### config.mk
export PLATFORM = sky130hd
export DESIGN_NAME = scl_param_search
export DESIGN_NICKNAME = d
export VERILOG_FILES = /design/src/rtl/scl_search_pkg.sv /design/src/rtl/scl_div_serial.sv /design/src/rtl/scl_trial_judge.sv /design/src/rtl/scl_param_search.sv
export SDC_FILE = /design/constraint.sdc
export NUM_CORES = 1
export LEC_CHECK = 0
export BUFFER_PORTS_ARGS = -buffer_cell sky130_fd_sc_hd__buf_2
export CELL_PAD_IN_SITES_DETAIL_PLACEMENT = 1
export CELL_PAD_IN_SITES_GLOBAL_PLACEMENT = 1
export CORE_ASPECT_RATIO = 1.25
export CORE_MARGIN = 1.5
export CORE_UTILIZATION = 44
export DETAILED_ROUTE_END_ITERATION = 7
export PLACE_DENSITY = 0.88
export SETUP_SLACK_MARGIN = 0.2
export SLEW_MARGIN = 20
export SYNTH_ARGS = -nofsm -noshare
export SYNTH_HDL_FRONTEND = slang
export SYNTH_SLANG_ARGS = --single-unit
### constraint.sdc
create_clock -name clk -period 3.1 [get_ports clk]
set_input_delay 0.31 -clock clk [delete_from_list [all_inputs] [get_ports clk]]
set_output_delay 0.31 -clock clk [all_outputs]
set_load 0.01 [all_outputs]
### src/rtl/scl_search_pkg.sv
package scl_search_pkg;

    localparam int CNT_W   = 8;
    localparam int PSC_W   = 8;
    localparam int CNT_MAX = (1 << CNT_W) - 1;

    typedef enum logic [2:0] {
        ST_IDLE,
        ST_SAMPLE_GO,
        ST_SAMPLE_WAIT,
        ST_PHASE_GO,
        ST_PHASE_WAIT,
        ST_JUDGE,
        ST_FINISH
    } srch_state_t;

endpackage

### src/rtl/scl_div_serial.sv
// Restoring divider: one quotient bit per cycle, W cycles after go.
module scl_div_serial #(
    parameter int W = 32
) (
    input  logic         clk,
    input  logic         rst_n,
    input  logic         go,
    input  logic [W-1:0] num,
    input  logic [W-1:0] den,
    output logic [W-1:0] quo,
    output logic         fin
);
    localparam int CW = $clog2(W + 1);

    logic [W-1:0]  rem_q;
    logic [W-1:0]  quo_q;
    logic [W-1:0]  den_q;
    logic [CW-1:0] cnt_q;
    logic          run_q;
    logic [W:0]    shifted;
    logic [W:0]    trial;

    always_comb begin
        shifted = {rem_q, quo_q[W-1]};
        trial   = shifted - {1'b0, den_q};
    end

    always_ff @(posedge clk or negedge rst_n) begin
        if (!rst_n) begin
            rem_q <= '0;
            quo_q <= '0;
            den_q <= '0;
            cnt_q <= '0;
            run_q <= 1'b0;
            fin   <= 1'b0;
        end else begin
            fin <= 1'b0;
            if (go) begin
                rem_q <= '0;
                quo_q <= num;
                den_q <= den;
                cnt_q <= CW'(W);
                run_q <= 1'b1;
            end else if (run_q) begin
                if (!trial[W]) begin
                    rem_q <= trial[W-1:0];
                    quo_q <= {quo_q[W-2:0], 1'b1};
                end else begin
                    rem_q <= shifted[W-1:0];
                    quo_q <= {quo_q[W-2:0], 1'b0};
                end
                cnt_q <= cnt_q - CW'(1);
                if (cnt_q == CW'(1)) begin
                    run_q <= 1'b0;
                    fin   <= 1'b1;
                end
            end
        end
    end

    assign quo = quo_q;

endmodule

### src/rtl/scl_trial_judge.sv
// Applies the two trims to a phase quotient and checks both lanes.
module scl_trial_judge
    import scl_search_pkg::*;
#(
    parameter int DW      = 32,
    parameter int TRIM_LO = 7,
    parameter int TRIM_HI = 5
) (
    input  logic [DW-1:0]    quot,
    output logic [CNT_W-1:0] lo_cnt,
    output logic [CNT_W-1:0] hi_cnt,
    output logic             fits
);
    localparam int SW = DW + 2;

    logic [CNT_W-1:0] lane_cnt [2];
    logic [1:0]       lane_ok;

    for (genvar g = 0; g < 2; g++) begin : g_lane
        localparam int TR = (g == 0) ? TRIM_LO : TRIM_HI;
        logic signed [SW-1:0] val;
        always_comb begin
            val         = $signed({2'b00, quot}) - $signed(SW'(TR));
            lane_ok[g]  = (val > $signed(SW'(0))) &&
                          (val <= $signed(SW'(CNT_MAX - TR)));
            lane_cnt[g] = val[CNT_W-1:0];
        end
    end

    assign lo_cnt = lane_cnt[0];
    assign hi_cnt = lane_cnt[1];
    assign fits   = &lane_ok;

endmodule

### src/rtl/scl_param_search.sv
module scl_param_search
    import scl_search_pkg::*;
#(
    parameter int FCLK_HZ = 48_000_000,
    parameter int SPEED_W = 24,
    parameter int TRIM_LO = 7,
    parameter int TRIM_HI = 5
) (
    input  logic               clk,
    input  logic               rst_n,
    input  logic               start,
    input  logic [SPEED_W-1:0] speed_hz,
    output logic               busy,
    output logic               done,
    output logic               no_fit,
    output logic [PSC_W-1:0]   psc_val,
    output logic [CNT_W-1:0]   low_cnt,
    output logic [CNT_W-1:0]   high_cnt
);
    localparam int FCLK_BITS = $clog2(FCLK_HZ + 1);
    localparam int DW = (FCLK_BITS > SPEED_W + 1) ? FCLK_BITS : SPEED_W + 1;
    localparam logic [PSC_W-1:0] PSC_LAST = '1;

    srch_state_t state_q, state_d;

    logic [DW-1:0]    speed2_q;
    logic [DW-1:0]    sample_q;
    logic [DW-1:0]    phase_q;
    logic [PSC_W-1:0] psc_q;

    logic             div_go;
    logic [DW-1:0]    div_num;
    logic [DW-1:0]    div_den;
    logic [DW-1:0]    div_quo;
    logic             div_fin;

    logic [CNT_W-1:0] j_lo;
    logic [CNT_W-1:0] j_hi;
    logic             j_fits;

    // state register
    always_ff @(posedge clk or negedge rst_n) begin
        if (!rst_n) state_q <= ST_IDLE;
        else        state_q <= state_d;
    end

    // next state
    always_comb begin
        state_d = state_q;
        unique case (state_q)
            ST_IDLE: begin
                if (start)
                    state_d = (speed_hz == '0) ? ST_FINISH : ST_SAMPLE_GO;
            end
            ST_SAMPLE_GO:   state_d = ST_SAMPLE_WAIT;
            ST_SAMPLE_WAIT: if (div_fin) state_d = ST_PHASE_GO;
            ST_PHASE_GO:    state_d = ST_PHASE_WAIT;
            ST_PHASE_WAIT:  if (div_fin) state_d = ST_JUDGE;
            ST_JUDGE: begin
                if (j_fits || psc_q == PSC_LAST) state_d = ST_FINISH;
                else                             state_d = ST_SAMPLE_GO;
            end
            ST_FINISH:      state_d = ST_IDLE;
            default:        state_d = ST_IDLE;
        endcase
    end

    // state-decoded outputs and divider control
    always_comb begin
        busy    = (state_q != ST_IDLE);
        done    = (state_q == ST_FINISH);
        div_go  = (state_q == ST_SAMPLE_GO) || (state_q == ST_PHASE_GO);
        if (state_q == ST_SAMPLE_GO) begin
            div_num = DW'(FCLK_HZ);
            div_den = DW'(psc_q) + DW'(1);
        end else begin
            div_num = sample_q;
            div_den = speed2_q;
        end
    end

    // datapath and result registers
    always_ff @(posedge clk or negedge rst_n) begin
        if (!rst_n) begin
            speed2_q <= '0;
            sample_q <= '0;
            phase_q  <= '0;
            psc_q    <= '0;
            no_fit   <= 1'b0;
            psc_val  <= '0;
            low_cnt  <= '0;
            high_cnt <= '0;
        end else begin
            unique case (state_q)
                ST_IDLE: begin
                    if (start) begin
                        speed2_q <= DW'({speed_hz, 1'b0});
                        psc_q    <= '0;
                        if (speed_hz == '0) begin
                            no_fit   <= 1'b1;
                            psc_val  <= '0;
                            low_cnt  <= '0;
                            high_cnt <= '0;
                        end
                    end
                end
                ST_SAMPLE_WAIT: if (div_fin) sample_q <= div_quo;
                ST_PHASE_WAIT:  if (div_fin) phase_q  <= div_quo;
                ST_JUDGE: begin
                    if (j_fits) begin
                        no_fit   <= 1'b0;
                        psc_val  <= psc_q;
                        low_cnt  <= j_lo;
                        high_cnt <= j_hi;
                    end else if (psc_q == PSC_LAST) begin
                        no_fit   <= 1'b1;
                        psc_val  <= '0;
                        low_cnt  <= '0;
                        high_cnt <= '0;
                    end else begin
                        psc_q <= psc_q + PSC_W'(1);
                    end
                end
                default: ;
            endcase
        end
    end

    scl_div_serial #(.W(DW)) u_div (
        .clk   (clk),
        .rst_n (rst_n),
        .go    (div_go),
        .num   (div_num),
        .den   (div_den),
        .quo   (div_quo),
        .fin   (div_fin)
    );

    scl_trial_judge #(.DW(DW), .TRIM_LO(TRIM_LO), .TRIM_HI(TRIM_HI)) u_judge (
        .quot   (phase_q),
        .lo_cnt (j_lo),
        .hi_cnt (j_hi),
        .fits   (j_fits)
    );

endmodule

==> results by group, run 1 <==
Floorplanning
  – Die H: approximately 180 µm
  – Overall die area: about 25,000 µm²
  – Die W: approximately 140 µm
  – Top Ports: 54
  – Initial Util: between 40% and 50%
  – Core Region: 23,900 µm²
  – Cell Rows: between 60 and 70

Final layout
  – Layout area overhead: 26.3%
  – Net count, final: roughly 1,300
  – Post-route insts no fill: about 1,600
  – Most frequent cells in the layout: 187 x dfrtp_1, 181 x nand2_1, 117 x buf_4, 85 x o21ai_0, 55 x nor2_1
  – Commonest non-fill, non-tap cell in the layout: dfrtp_1
  – Fraction of layout cells with a size suffix above 1: approximately 31%

Logic synthesis
  – Mean Syn Cell Area: around 9.5 µm²
  – Yosys top cell area share: roughly 45%
  – Flop and latch count out of synthesis: 195
  – Cell variety after synth: 82
  – Sequential area share after synthesis: 45.4%
  – Synth area leader: dfrtp_1
  – Asr flop ratio synth: between 90% and 100%
  – Ys Warns: 0
  – Top cells by area, synth: dfrtp_1 45%, nand2_1 6.4%, mux2_2 4.9%
  – Syn Std Cell Area: roughly 11,000 µm²
  – Syn_nets: 1,188
  – Most used DFF post-synth: dfrtp_1
  – Number of flops mapped to enable cells by yosys: 0
  – Syn Inst Count: approximately 1,100

Worst setup path
  – Crit path max fanout: 7
  – Worst setup EP type: flip-flop
  – Crit path launch type: flip-flop
  – Crit path kind: reg -> reg
  – Worst path required time: around 3500 ps
  – Arr. time, crit path: between 3000 and 4000 ps

Power
  – Design internal power: 3.83 mW
  – PwrDens: between 300 and 400 nW/µm²
  – Seq pwr share: 51.0%
  – Sw frac: between 20% and 30%
  – Clock power frac: 47.2%
  – Combinational power share: 1.7%
  – Leakage: about 6.4 nW
  – Worst IR Drop VDD: roughly 0.50 mV
  – Switching power: 1.15 mW

CTS
  – Clock Latency Late Sink: about 470 ps
  – TritonCTS Buffers: 17
  – Clk buf depth: 2
  – Clock sinks: just under 200
  – Root Buffer: clkbuf_16
  – Htree depth: 4
  – TritonCTS clock tree: done
  – Clk pin slew, worst setup/hold paths: roughly 80 ps

Timing
  – Max Fclk: ~280 MHz
  – Layout Skew: 24.5 ps
  – Max Slew Vio Count: 0
  – Slew headroom: about two fifths
  – RSZ-0062 raised after global routing: yes
  – Worst-Margin Slew: about 870 ps
  – Min Tclk post-route: 3580 ps
  – Final cycle utilization of the critical path: 115%
  – Final Hold Viols: 0
  – Final Hold Slack: 59.9 ps
  – Worst setup margin: -476 ps
  – Endpoints failing setup: 57

GRT
  – Global Route Usage Sum: between 30 and 40%
  – Largest net degree at the start of global routing: 98
  – First-pass GRT wire length: around 62 mm
  – Vias in the first global route: between 10,000 and 15,000
  – Initial antenna violation count: 1
  – GRT overflow: 0

Place
  – PortBufs: 53
  – Pre-CTS setup slack: -253 ps
  – GPL Wtd Cong: around 0.9
  – Dpl cells: ~1,500
  – Post-DP HPWL: between 20 and 25 mm

Run status
  – Status: finished, violations left
  – Failing checks: setup timing

Job
  – Max cap viols: 0

Route
  – Post-route ant nets: 0
  – DRC viols: 0
  – 1st-pass router iterations: 5
  – Total Wirelength: around 44 mm
  – Routed vias/inst: roughly 6.5
  – Vias post-DR: between 10,000 and 15,000
  – Routed WL per cell: 27.0 µm
  – Iter 0 DRT Violations: approximately 840

Hold path
  – Hold WC Path Type: in -> reg
-- layout make-up --
class,instances,area [µm²]
Antenna cell,1,2.50
Clock buffer,23,478
Clock inverter,9,119
Fill cell,2637,10300
Inverter,46,175
Multi-Input combinational cell,823,6070
Sequential cell,195,4890
Tap cell,325,407
Timing Repair Buffer,190,1440
-- metal layers --
layer	part of all wire [%]	track usage (%)	vias to the layer above
li1	-	-	4293
met1	36	34.4	5294
met2	51	57.8	570
met3	5.6	5.69	254
met4	7.4	20.2	0
met5	0	0	-
-- flip-flops by register name, summed over array words and instances, names as in the netlist, 3 cells and up --
register / flops
high_cnt: 7
low_cnt: 8
phase_q: 26
psc_q: 8
psc_val: 8
sample_q: 26
speed2_q: 24
state_q: 3
u_div.cnt_q: 5
u_div.den_q: 25
u_div.quo: 26
u_div.rem_q: 26
-- synthesized netlist by cell type, types with 7 or more instances --
master,n
a22o_1,19
mux2i_1,42
a21o_1,11
xor2_1,13
nor2_1,60
nand3_1,27
nor4_1,11
inv_1,45
dfrtp_1,195
nand2_1,184
a31oi_1,18
ha_1,32
o21ai_0,94
nand4_1,10
and3_1,11
buf_2,12
clkbuf_1,45
nor2b_1,7
o2bb2ai_1,7
a211oi_1,10
xnor2_1,27
nand2b_1,12
nor3_1,15
mux2_2,47
a21oi_1,57
-- worst max-delay path, cell delays in order (launching register included) --
cell and delay (ps):
dfrtp_1 390, inv_1 260, ha_1 360, nand3_1 150, a21oi_4 50, or4_4 460, a211oi_4 300, o21ai_2 150
a311oi_2 240, buf_4 200, xnor2_4 200, buf_12 210, mux2_4 320, a21oi_2 200
-- power by group through the flow --
stage	logic (mW)	clock network [mW]	registers, mW
after floorplan	0.00205	0	2.59
after global placement	0.0836	0	2.59
after detailed placement	0.0861	0	2.59
after CTS	0.0876	2.30	2.54
after global routing	0.0978	2.43	2.54
final	0.0869	2.35	2.54
-- final timing paths --
check / from / endpoint / slack (ps) / depth (start not counted)
worst max register to register: u_div.den_q[3]$_DFFE_PN0N_ / u_div.rem_q[0]$_DFFE_PN0P_ / -480 / 13
worst min-delay path: speed_hz[17] / speed2_q[18]$_DFFE_PN0P_ / 60 / 3
min in group asynchronous: rst_n / u_div.quo[18]$_DFFE_PN0P_ / 500 / 2
worst min register to register: speed2_q[16]$_DFFE_PN0P_ / speed2_q[16]$_DFFE_PN0P_ / 480 / 2
worst max-delay path: u_div.den_q[3]$_DFFE_PN0N_ / u_div.rem_q[0]$_DFFE_PN0P_ / -480 / 13
max in group asynchronous: rst_n / u_div.den_q[2]$_DFFE_PN0N_ / 1760 / 3
-- metrics by stage --
step	setup TNS, ps	instance area [µm²]	utilization [%]	power (mW)
2_1_floorplan	0	10800	-	2.59
3_3_place_gp	-689	12000	50.1	2.68
3_5_place_dp	-6670	12000	50.1	2.68
4_1_cts	-238	13100	54.7	4.93
5_1_grt	-20960	13600	56.8	5.07
6_report	-13320	13600	56.9	4.98
-- timing repair --
| action | 4_1_cts | 5_1_grt |
|---|---|---|
| pin swaps | 52 | 34 |
| hold endpoints to repair | 19 | 0 |
| gates cloned | 4 | 1 |
| buffers inserted | 18 | 20 |
| resized for setup | 58 | 82 |
| endpoints found under the setup margin | 61 | 61 |
| hold buffers | 1 | 0 |
-- logic make-up after synthesis --
kind of cell	count (synthesis)	share of synthesized area, %
simple gates	384	17.2
fa+ha+maj	33	3.91
flops	195	45.4
compound gates	271	16.6
mux	92	9.18
buf+inv	113	4.43
xor+xnor	40	3.26
Power figures use the tool's default switching activity.
==> run 2: changes to the inputs <==
--- a/config.mk
+++ b/config.mk
@@ -8,7 +8,6 @@
 export BUFFER_PORTS_ARGS = -buffer_cell sky130_fd_sc_hd__buf_2
 export CELL_PAD_IN_SITES_DETAIL_PLACEMENT = 1
 export CELL_PAD_IN_SITES_GLOBAL_PLACEMENT = 1
-export CORE_ASPECT_RATIO = 1.25
 export CORE_MARGIN = 1.5
 export CORE_UTILIZATION = 44
 export DETAILED_ROUTE_END_ITERATION = 7
==> run 2 against run 1 <==
The flow still finishes with violations (setup timing); maximum frequency is 4.7% higher; critical path depth is 1 higher; non-clock buffer count is 5 higher; combinational power is 2.8% higher; clock-buffer cell count is 5 lower; critical endpoint is now high_cnt[4]$_DFFE_PN0P_; largest power group unchanged; highest routed layer unchanged.
==> results by group, run 2 (synthesis gave the netlist of run 1 again) <==
Route
  – DRC viols: 0 (unchanged)
  – 1st-pass router iterations: 7 (was 5)
  – Post-route ant nets: 0 (unchanged)
  – Vias post-DR: 10,300 (was 10,400)
  – Total Wirelength: 42.2 mm (was 43.6 mm)
  – Routed vias/inst: 6.39 (was 6.46)
  – Routed WL per cell: 26.1 µm (was 27.0 µm)
  – Iter 0 DRT Violations: 963 (was 839)

Worst setup path
  – RR Startpoint: phase_q[13]$_DFFE_PN0P_ (was u_div.den_q[3]$_DFFE_PN0N_)
  – Top Family by Delay on Critical Path: simple AND/OR/NAND/NOR gates (was compound AO/OA/AOI/OAI gates)
  – Worst setup EP type: flip-flop (unchanged)
  – CP peak stage delay: 490 ps (was 460 ps)
  – Reg2reg end: high_cnt[4]$_DFFE_PN0P_ (was u_div.rem_q[0]$_DFFE_PN0P_)
  – Crit path launch type: flip-flop (unchanged)
  – Crit path kind: reg -> reg (unchanged)
  – Most frequent CP cell: buf_4
  – Setup slack, reg-to-reg: -320 ps (was -480 ps)
  – Crit path max fanout: 8 (was 7)
  – Arr. time, crit path: 3800 ps (was 3960 ps)
  – Worst path required time: 3480 ps (about the same)
  – Slowest CP cell: or4_1 (was or4_4)
  – WP buf/inv: 6 (was 3)
  – Setup crit start: phase_q[13]$_DFFE_PN0P_ (was u_div.den_q[3]$_DFFE_PN0N_)
  – Length in cells of the worst reg-to-reg path: 14 (was 13)
  – Worst-path cell chain: buf_4 -> or4_1 -> nor2_1 -> o211ai_1 -> nor4_2 -> nand4_1 -> nor4_4 -> buf_4 -> buf_6 -> nand2_4 -> clkinv_4 -> buf_12 -> buf_16 -> a22o_1 (was inv_1 -> ha_1 -> nand3_1 -> a21oi_4 -> or4_4 -> a211oi_4 -> o21ai_2 -> a311oi_2 -> buf_4 -> xnor2_4 -> buf_12 -> mux2_4 -> a21oi_2)

Final layout
  – Commonest non-fill, non-tap cell in the layout: dfrtp_1 (unchanged)
  – Net count, final: 1,338 (was 1,333)
  – Fraction of layout cells with a size suffix above 1: 30.8% (was 30.9%)
  – Fill cell count: 2,620 (was 2,637)
  – Final instance area: 13,800 µm² (was 13,600 µm²)
  – Most frequent cells in the layout: 191 x dfrtp_1, 182 x nand2_1, 114 x buf_4, 85 x o21ai_0, 57 x nor2_1 (was 187 x dfrtp_1, 181 x nand2_1, 117 x buf_4, 85 x o21ai_0, 55 x nor2_1)
  – N_diodes: 0 (was 1)
  – Register area: 4880 µm² (was 4890 µm²)
  – Footprint of the multi-input gates: 6110 µm² (was 6070 µm²)
  – Layout area overhead: 28.2% (was 26.3%)

Place
  – Placement Cell Area: 12,100 µm² (was 12,000 µm²)
  – GPL Wtd Cong: 0.879 (was 0.902)
  – PortBufs: 53 (unchanged)
  – Post-DP HPWL: 23.0 mm (was 22.8 mm)

GRT
  – Global Route Usage Sum: 30.0% (was 32.0%)
  – First-pass GRT wire length: 59.9 mm (was 61.8 mm)
  – Met1 Usage GRT: 36.6% (was 34.4%)
  – Vias in the first global route: 10,600 (was 10,900)
  – GRT overflow: 0 (unchanged)
  – Initial antenna violation count: 0 (was 1)
  – GRT busiest layer: met2 (unchanged)
  – Largest net degree at the start of global routing: 85 (was 98)
  – Met3 Usage GRT: 4.61% (was 5.69%)
  – Met2 Use GR: 51.6% (was 57.8%)

Timing
  – Endpoints failing setup: 61 (was 57)
  – Max Fclk: 293 MHz (was 280 MHz)
  – Max Slew Vio Count: 0 (unchanged)
  – Worst setup margin: -317 ps (was -476 ps)
  – Final Hold Slack: 55.2 ps (was 59.9 ps)
  – RSZ-0062 raised after global routing: yes (unchanged)
  – Worst-Margin Slew: 937 ps (was 875 ps)
  – Min Tclk post-route: 3420 ps (was 3580 ps)
  – Layout Skew: 20.1 ps (was 24.5 ps)
  – Slew headroom: 37.5% (was 41.7%)
  – Final Hold Viols: 0 (unchanged)
  – Final cycle utilization of the critical path: 110% (was 115%)

CTS
  – TritonCTS Buffers: 17 (unchanged)
  – Clk pin slew, worst setup/hold paths: 80 ps (about the same)
  – Htree depth: 4 (unchanged)
  – Clk buf depth: 2 (unchanged)
  – Root Buffer: clkbuf_16 (unchanged)
  – Clock Latency Late Sink: 460 ps (was 470 ps)
  – Clock sinks: 195 (unchanged)
  – TritonCTS clock tree: done (unchanged)

Hold path
  – Hold EP: speed2_q[20]$_DFFE_PN0P_ (was speed2_q[18]$_DFFE_PN0P_)
  – Hold WC Path Type: in -> reg (unchanged)
  – Min-Delay Path Depth: 3 (unchanged)
  – Hold Startpoint: speed_hz[19] (was speed_hz[17])

Floorplanning
  – Die W: 159 µm (was 143 µm)
  – Die H: 159 µm (was 178 µm)
  – Top Ports: 54 (unchanged)
  – Cell Rows: 57 (was 63)
  – Initial Util: 44.5% (was 45.0%)
  – Overall die area: 25,400 µm² (about the same)
  – Core Region: 24,200 µm² (was 23,900 µm²)

Power
  – Total chip power: 4.94 mW (was 4.98 mW)
  – Sw frac: 24.7% (was 23.1%)
  – Leakage: 6.54 nW (was 6.43 nW)
  – Combinational power share: 1.8% (was 1.7%)
  – Seq pwr share: 51.4% (was 51.0%)
  – PwrDens: 358 nW/µm² (was 367 nW/µm²)
  – Worst IR Drop VDD: 0.322 mV (was 0.501 mV)
  – Design internal power: 3.72 mW (was 3.83 mW)
  – Switching power: 1.22 mW (was 1.15 mW)
  – Clock power frac: 46.8% (was 47.2%)

Run status
  – Failing checks: setup timing (unchanged)
  – Status: finished, violations left (unchanged)

Job
  – Max cap viols: 0 (unchanged)
==> run 2: cell count changes in the layout (fill, tap and decap cells not counted), sizes merged <==
cell / delta
buf: +5
clkinvlp: +1
bufinv: -1
clkbuf: -5
diode: -1
clkinv: +5
==> run 2: worst register-to-register path: stages (launching register included) <==
cell and delay, ps:
dfrtp_1 460, buf_4 180, or4_1 490, nor2_1 330, o211ai_1 250, nor4_2 240, nand4_1 200, nor4_4 410
buf_4 180, buf_6 90, nand2_4 70, clkinv_4 80, buf_12 100, buf_16 120, a22o_1 140
==> run 2: repair_timing <==
action	CTS	global route
buffers inserted	16	17
resized for setup	71	58
hold endpoints to repair	79	0
pin swaps	58	23
hold buffers	1	0
gates cloned	7	0
endpoints found under the setup margin	61	61
==> run 2: how the worst max path moves through the flow <==
stage                                       endpoint  slack, ps  cells past startpoint
after floorplan               psc_val[6]$_DFFE_PN0P_         60                     12
after global placement       high_cnt[6]$_DFFE_PN0P_       -130                      9
after detailed placement      low_cnt[4]$_DFFE_PN0P_       -220                     10
after CTS                 u_div.rem_q[1]$_DFFE_PN0P_        -80                     14
after global routing            psc_q[2]$_DFFE_PN0P_       -330                     10
final                        high_cnt[4]$_DFFE_PN0P_       -320                     14
==> run 2: final cells by class <==
cell class,instances,share of cell area (%)
sequential,195,35.4
inverter,46,1.29
tap,324,2.94
multi-input combinational,823,44.3
clock buffer,18,3.19
clock inverter,14,1.08
timing repair buffer,195,11.7
==> run 2: through the flow <==
stage | instances | utilization (%) | setup TNS, ps | setup WS (ps)
after floorplan | 1128 | - | 0 | 56.8
after global placement | 1542 | 49.9 | -2290 | -130
after detailed placement | 1542 | 49.9 | -5340 | -217
after CTS | 1598 | 55.2 | -846 | -80.6
after global routing | 1615 | 57.0 | -14700 | -330
final | 1615 | 57.0 | -13130 | -317
==> run 2: layer usage <==
metal	vias up	routed length, µm
li1	4314	-
met1	5182	15900
met5	-	0
met3	217	2840
met4	0	2620
met2	610	20700
==> run 2: power by group through the flow <==
stage	Clock, mW	Combinational (mW)	Sequential [mW]
after floorplan	0	0.00205	2.59
after global placement	0	0.0848	2.59
after detailed placement	0	0.0874	2.59
after CTS	2.27	0.0885	2.54
after global routing	2.40	0.0997	2.54
final	2.31	0.0893	2.54
